[src/rtl/sarseq_pkg.sv]
package sarseq_pkg;
  typedef enum logic [1:0] {SB_IDLE, SB_WAIT, SB_SHIFT} burst_st_t;
  localparam int SY_CS  = 0;
  localparam int SY_RC  = 1;
  localparam int SY_PD  = 2;
  localparam int SY_EXT = 3;
  localparam int SY_FMT = 4;
  localparam int SY_TAG = 5;
  localparam int SY_N   = 6;
endpackage

[src/rtl/sarseq_sync.sv]
module sarseq_sync #(
  parameter int W = 6,
  parameter int STAGES = 2,
  parameter logic [W-1:0] RST_VAL = '0
) (
  input  logic         clk,
  input  logic         rst_n,
  input  logic [W-1:0] d,
  output logic [W-1:0] q
);
  logic [STAGES-1:0][W-1:0] pipe;

  always_ff @(posedge clk or negedge rst_n) begin
    if (!rst_n) pipe <= {STAGES{RST_VAL}};
    else        pipe <= {pipe[STAGES-2:0], d};
  end

  assign q = pipe[STAGES-1];
endmodule

[src/rtl/sarseq_conv.sv]
module sarseq_conv #(
  parameter int W = 16,
  parameter int CONV_CYC = 110
) (
  input  logic         clk,
  input  logic         rst_n,
  input  logic         comb_s,
  input  logic         pd_s,
  input  logic [W-1:0] sample,
  output logic         start_o,
  output logic         busy_o,
  output logic [W-1:0] result_o,
  output logic         first_bad_o
);
  localparam int CW = $clog2(CONV_CYC + 1);

  logic         comb_d, busy_q, seen_q, bad_q;
  logic [CW-1:0] cnt_q;
  logic [W-1:0] held_q, res_q;
  logic         fall;

  assign fall    = comb_d & ~comb_s;
  assign start_o = fall & busy_q & ~pd_s;

  always_ff @(posedge clk or negedge rst_n) begin
    if (!rst_n) begin
      comb_d <= 1'b1;
      busy_q <= 1'b1;
      cnt_q  <= '0;
      held_q <= '0;
      res_q  <= '0;
      seen_q <= 1'b0;
      bad_q  <= 1'b1;
    end else begin
      comb_d <= comb_s;
      if (start_o) begin
        busy_q <= 1'b0;
        cnt_q  <= CW'(CONV_CYC - 1);
        held_q <= sample;
      end else if (!busy_q) begin
        if (cnt_q == '0) begin
          busy_q <= 1'b1;
          res_q  <= held_q;
          bad_q  <= ~seen_q;
          seen_q <= 1'b1;
        end else begin
          cnt_q <= cnt_q - 1'b1;
        end
      end
    end
  end

  assign busy_o      = busy_q;
  assign result_o    = res_q;
  assign first_bad_o = bad_q;

  // checker state: length of the current busy-low window
  logic [CW-1:0] lowcnt_q;
  always_ff @(posedge clk or negedge rst_n) begin
    if (!rst_n)      lowcnt_q <= '0;
    else if (busy_q) lowcnt_q <= '0;
    else             lowcnt_q <= lowcnt_q + 1'b1;
  end


  load_on_rise_chk: assert property (@(posedge clk) disable iff (!rst_n)
    $rose(busy_q) |-> res_q == $past(held_q));

  busy_window_chk: assert property (@(posedge clk) disable iff (!rst_n)
    !busy_q |-> lowcnt_q < CW'(CONV_CYC));

  pwrdn_hold_chk: assert property (@(posedge clk) disable iff (!rst_n)
    (pd_s && busy_q) |=> (busy_q && $stable(res_q)));

  first_flag_chk: assert property (@(posedge clk) disable iff (!rst_n)
    $fell(bad_q) |-> $rose(busy_q));
endmodule

[src/rtl/sarseq_burst.sv]
module sarseq_burst
  import sarseq_pkg::*;
#(
  parameter int W = 16,
  parameter int BURST_DLY = 14,
  parameter int SCLK_HI = 3,
  parameter int SCLK_LO = 2
) (
  input  logic         clk,
  input  logic         rst_n,
  input  logic         launch,
  input  logic [W-1:0] word,
  input  logic         tag_lvl,
  output logic         sclk,
  output logic         sdata
);
  localparam int LEAD = SCLK_LO / 2;
  localparam int BITP = SCLK_HI + SCLK_LO;
  localparam int PW   = $clog2(BITP + 1);
  localparam int BW   = $clog2(W);
  localparam int DW   = $clog2(BURST_DLY + 1);

  burst_st_t     st_q;
  logic [DW-1:0] dcnt_q;
  logic [PW-1:0] p_q;
  logic [BW-1:0] b_q;
  logic [W-1:0]  sh_q;
  logic          park_q;

  always_ff @(posedge clk or negedge rst_n) begin
    if (!rst_n) begin
      st_q   <= SB_IDLE;
      dcnt_q <= '0;
      p_q    <= '0;
      b_q    <= '0;
      sh_q   <= '0;
      park_q <= 1'b0;
    end else begin
      case (st_q)
        SB_IDLE: if (launch) begin
          st_q   <= SB_WAIT;
          dcnt_q <= DW'(BURST_DLY - 1);
          sh_q   <= word;
          park_q <= tag_lvl;
        end
        SB_WAIT: if (dcnt_q == '0) begin
          st_q <= SB_SHIFT;
          p_q  <= '0;
          b_q  <= '0;
        end else begin
          dcnt_q <= dcnt_q - 1'b1;
        end
        SB_SHIFT: if (p_q == PW'(BITP - 1)) begin
          p_q <= '0;
          if (b_q == BW'(W - 1)) begin
            st_q <= SB_IDLE;
          end else begin
            b_q  <= b_q + 1'b1;
            sh_q <= {sh_q[W-2:0], 1'b0};
          end
        end else begin
          p_q <= p_q + 1'b1;
        end
        default: st_q <= SB_IDLE;
      endcase
    end
  end

  assign sclk  = (st_q == SB_SHIFT) && (p_q >= PW'(LEAD)) && (p_q < PW'(LEAD + SCLK_HI));
  assign sdata = (st_q == SB_SHIFT) ? sh_q[W-1] : park_q;

  // checker state: pulses seen in the current burst
  logic       sclk_d;
  logic [7:0] pcnt_q;
  always_ff @(posedge clk or negedge rst_n) begin
    if (!rst_n) begin
      sclk_d <= 1'b0;
      pcnt_q <= '0;
    end else begin
      sclk_d <= sclk;
      if (launch)             pcnt_q <= '0;
      else if (sclk && !sclk_d) pcnt_q <= pcnt_q + 1'b1;
    end
  end


  pulse_count_chk: assert property (@(posedge clk) disable iff (!rst_n)
    (st_q == SB_IDLE && $past(st_q) == SB_SHIFT) |-> pcnt_q == 8'(W));

  launch_idle_chk: assert property (@(posedge clk) disable iff (!rst_n)
    launch |-> st_q == SB_IDLE);

  bit_stable_chk: assert property (@(posedge clk) disable iff (!rst_n)
    $fell(sclk) |-> $stable(sdata));

  park_hold_chk: assert property (@(posedge clk) disable iff (!rst_n)
    (st_q != SB_SHIFT && $past(st_q) != SB_SHIFT && !$past(launch)) |-> $stable(sdata));
endmodule

[src/rtl/sar_seq_ctrl.sv]
module sar_seq_ctrl
  import sarseq_pkg::*;
#(
  parameter int WORD_W = 16,
  parameter int CONV_CYC = 110,
  parameter int BURST_DLY = 14,
  parameter int SCLK_HI = 3,
  parameter int SCLK_LO = 2,
  parameter int SYNC_STAGES = 2
) (
  input  logic              clk,
  input  logic              rst_n,
  input  logic              cs_n,
  input  logic              rc_n,
  input  logic              pwrdn,
  input  logic              ext_clk_sel,
  input  logic              fmt_straight,
  input  logic              tag_in,
  input  logic [WORD_W-1:0] sample_word,
  output logic              busy,
  output logic              sclk,
  output logic              sdata,
  output logic              first_word_bad
);
  localparam logic [SY_N-1:0] SY_RST = SY_N'(3);

  logic [SY_N-1:0]   raw, syn;
  logic              start, launch;
  logic [WORD_W-1:0] result, tx_word;

  assign raw = {tag_in, fmt_straight, ext_clk_sel, pwrdn, rc_n, cs_n};

  sarseq_sync #(.W(SY_N), .STAGES(SYNC_STAGES), .RST_VAL(SY_RST)) u_sync (
    .clk(clk), .rst_n(rst_n), .d(raw), .q(syn));

  sarseq_conv #(.W(WORD_W), .CONV_CYC(CONV_CYC)) u_conv (
    .clk(clk), .rst_n(rst_n),
    .comb_s(syn[SY_CS] | syn[SY_RC]), .pd_s(syn[SY_PD]),
    .sample(sample_word), .start_o(start), .busy_o(busy),
    .result_o(result), .first_bad_o(first_word_bad));

  assign launch  = start & ~syn[SY_EXT];
  assign tx_word = syn[SY_FMT] ? result : {~result[WORD_W-1], result[WORD_W-2:0]};

  sarseq_burst #(.W(WORD_W), .BURST_DLY(BURST_DLY), .SCLK_HI(SCLK_HI), .SCLK_LO(SCLK_LO)) u_burst (
    .clk(clk), .rst_n(rst_n), .launch(launch), .word(tx_word),
    .tag_lvl(syn[SY_TAG]), .sclk(sclk), .sdata(sdata));
endmodule

[config.mk]
export PLATFORM = sky130hd
export DESIGN_NAME = sar_seq_ctrl
export DESIGN_NICKNAME = d
export VERILOG_FILES = /design/src/rtl/sarseq_pkg.sv /design/src/rtl/sarseq_sync.sv /design/src/rtl/sarseq_conv.sv /design/src/rtl/sarseq_burst.sv /design/src/rtl/sar_seq_ctrl.sv
export SDC_FILE = /design/constraint.sdc
export NUM_CORES = 1
export LEC_CHECK = 0
export BUFFER_PORTS_ARGS = -buffer_cell sky130_fd_sc_hd__buf_2
export CORE_MARGIN = 2
export CORE_UTILIZATION = 55
export DETAILED_ROUTE_END_ITERATION = 16
export HOLD_SLACK_MARGIN = 0.08
export PLACE_DENSITY_LB_ADDON = 0.15
export REMOVE_ABC_BUFFERS = 1
export SYNTH_ARGS = -nofsm -noshare
export SYNTH_HDL_FRONTEND = slang
export SYNTH_SLANG_ARGS = --single-unit
[constraint.sdc]
create_clock -name clk -period 2.7 [get_ports clk]
set_input_delay 0.27 -clock clk [delete_from_list [all_inputs] [get_ports clk]]
set_output_delay 0.27 -clock clk [all_outputs]
set_load 0.01 [all_outputs]
==> impl_metrics.py <==
metrics = {
    "hold_path": {
        "hold_class": "in2async",
    },
    "timing": {
        "clock_skew_ps": 5.537,
        "post-route-period-util_pct": 77.79,
        "drv_slew": 0,
        "finalSetupViolations": 0,
        "hold_viol": 0,
        "tightestPinTransition_ps": 1019,
        "rsz0062_at_grt": "no",
        "final.min_clock_period_ps": 2100,
        "clock.fmax_mhz": 476.1,
        "relSlewSlack_pct": 32.08,
        "setup_tns_ps": 0,
    },
    "logic_synthesis": {
        "muxShareOfSynthArea_pct": 7.930,
        "ys.warnings.count": 0,
        "synth-compound-area-share_pct": 5.965,
        "ys_seq_area_share_pct": 59.89,
        "synth_area_mm2": 0.003566,
        "ys_ff_latch": 85,
        "synth_cell_types": 40,
        "synth-simple-area-share_pct": 20.53,
        "avgSynthCellArea_um2": 10.74,
        "netlist.area_leader.share_pct": 54.74,
        "synth_top_family_by_area": "simple AND/OR/NAND/NOR gates",
        "synth-xor-area-share_pct": 0.2456,
        "yosysTopAreaCell": "dfrtp_1",
        "netlist_instances": 332,
        "synth.area.top_cells": "dfrtp_1 (55%), nand2_1 (9.7%), dfstp_2 (5.2%)",
        "yosys.area_share.adder_pct": 2.456,
    },
    "route": {
        "viasPerCell": 5.363,
        "routed_wl_um": 6110,
        "drc": 0,
        "via_count": 2424,
        "drt_iter0_markers": 129,
        "wl_met1_um": 2998,
        "ant_nets": 0,
        "routedWlPerCell_um": 13.52,
        "dr_wl_met3_um": 187,
        "route.met2.wl_um": 2832,
        "top_layer_used": "met4",
        "drt_first_pass_iters": 4,
    },
    "global_route": {
        "grt_usage_pct": 19.03,
        "grt_pass1_wl_um": 10660,
        "first_global_vias": 2271,
        "grt_max_degree": 86,
        "overflow": 0,
        "antenna_found_initial": 0,
    },
    "power": {
        "p_per_area_mw_per_mm2": 997.5,
        "power_mw": 4.040,
        "ir_drop_mv": 0.5735,
        "leakagePower_nw": 1.928,
    },
    "clocking": {
        "cts_resized": 0,
        "cts-root-buf": "clkbuf_8",
        "cts_buffers": 9,
        "insertion_delay_ps": 350,
        "htree_levels": 3,
        "clk_pin_slew_ps": 80,
        "cts.sinks": 85,
        "cts_tree": "done",
        "clockBufferDepth": 2,
    },
    "setup_path": {
        "reg2reg_from": "u_burst.st_q[1]",
        "endpoint_kind": "flip-flop",
        "rr_worst_depth": 5,
        "setup.worst_path.class": "reg2reg",
        "critPathMaxFanout": 14,
        "r2r_slack_ps": 600,
        "worstPathArrival_ps": 2370,
        "cp.required_ps": 2970,
        "start_kind": "flip-flop",
        "r2r_end": "u_burst.sh_q[6]",
    },
    "layout": {
        "final_common_cell": "nand2_1",
        "multi_input_area_mm2": 0.001329,
        "syn_to_final_growth_pct": 13.58,
        "final_nets": 401,
        "final_util_pct": 64.15,
        "fill_cells": 519,
        "final_cell_mix": "nand2_1 (92), dfrtp_1 (78), buf_2 (26)",
        "drive_gt1_share_pct": 22.13,
        "final_cells": 452,
        "antennaDiodeCount": 0,
        "seq_area_mm2": 0.002136,
    },
    "job": {
        "cap_violations": 0,
    },
    "outcome": {
        "status": "finished, final reports clean",
    },
    "placement": {
        "gp_congestion": 0.7539,
        "port_buffers": 27,
        "dp_hpwl_um": 3960,
        "dp.cells": 430,
    },
    "floorplan": {
        "io_pins": 28,
        "die_x_um": 84.52,
        "initial_core_util_pct": 56.48,
        "die_y_um": 84.52,
        "die_area_mm2": 0.007144,
        "rows": 29,
        "core_mm2": 0.006314,
    },
}
worst max-delay path by stage:
stage                          startpoint          endpoint  slack (ps)
after floorplan           u_burst.st_q[1]    u_burst.park_q         540
after global placement    u_burst.st_q[1]  u_burst.sh_q[10]         640
after detailed placement  u_burst.st_q[1]   u_burst.sh_q[7]         580
after CTS                 u_burst.st_q[1]   u_burst.sh_q[7]         570
after global routing      u_burst.st_q[1]   u_burst.sh_q[2]         490
final                     u_burst.st_q[1]   u_burst.sh_q[6]         600
sequential cells by signal, summed over array words and instances, names as in the netlist:
name,cells
u_conv.first_bad_o,1
u_sync.pipe,6
u_conv.seen_q,1
u_burst.p_q,3
u_burst.park_q,1
u_sync.q,6
u_conv.comb_d,1
u_burst.dcnt_q,4
u_conv.busy_o,1
u_burst.b_q,4
u_burst.sh_q,16
u_conv.held_q,16
u_burst.st_q,2
u_conv.cnt_q,7
u_conv.result_o,16
stage by stage:
step	hold WS, ps	cell area (µm²)	setup slack, ps
detailed placement	334.7	3789	578.3
CTS	87.82	4050	569.2
global route	102.0	4050	486.4
finish	97.38	4050	599.7
floorplan	-25.59	3497	539.0
global placement	334.0	3789	637.3
layout make-up:
type | instances | share of cell area [%]
multi-input combinational | 224 | 32.81
clock inverter | 5 | 1.483
clock buffer | 11 | 3.491
sequential | 85 | 52.73
inverter | 10 | 0.9268
timing repair buffer | 40 | 6.179
tap | 77 | 2.379
cell usage after synthesis:
cell type	instances
o31ai_1	1
a211oi_1	1
a211o_1	2
nor2_1	11
nor4_1	1
dfstp_2	7
a31oi_1	16
nor3_1	24
or4_4	1
a21oi_1	5
xor2_1	1
inv_1	10
buf_2	3
nor3_4	1
or4_2	1
o21ai_0	6
buf_12	1
nand4b_1	1
or2b_2	1
nor2b_1	2
o21ai_2	1
a22o_1	1
ha_1	7
or3_1	2
nand3_1	8
mux2_2	10
nand2_1	92
buf_1	1
mux2_4	8
and3_1	3
dfrtp_1	78
or4_1	1
clkbuf_1	8
nand4_1	2
or2_2	2
a21o_1	1
mux2i_1	5
nand2b_1	4
nand4bb_1	1
nor3b_2	1
report_power, final:
group	leakage, nW	total (mW)	switching (mW)	internal [mW]
combinational	0.870	1.09	0.577	0.516
sequential	0.959	2.06	0.315	1.74
clock	0.0995	0.891	0.437	0.454
metal layers:
| metal | global-route usage (%) | vias up |
|---|---|---|
| met5 | 0 | - |
| met4 | 7.648 | 0 |
| met3 | 4.720 | 8 |
| met2 | 28.78 | 36 |
| li1 | - | 1208 |
| met1 | 26.67 | 1172 |
repair_timing:
action / in CTS / in global routing
endpoints found under the hold margin: 6 / 0
setup endpoints to repair: 0 / 0
buffers inserted: 0 / 0
hold buffers: 6 / 0
critical path, cell delays in order, from the launching register on:
cell	delay, ps
dfrtp_1	410
or4_1	580
nor2_1	500
buf_4	310
nor3_1	60
a31oi_1	150
cell families after synthesis:
family                   count (synthesis)
AND/OR/NAND/NOR                        159
XOR/XNOR                                 1
AO/OA/AOI/OAI                           34
adder cells (fa/ha/maj)                  7
multiplexers                            23
buffers and inverters                   23
flip-flops                              85
(Power assumes the default switching activity.)
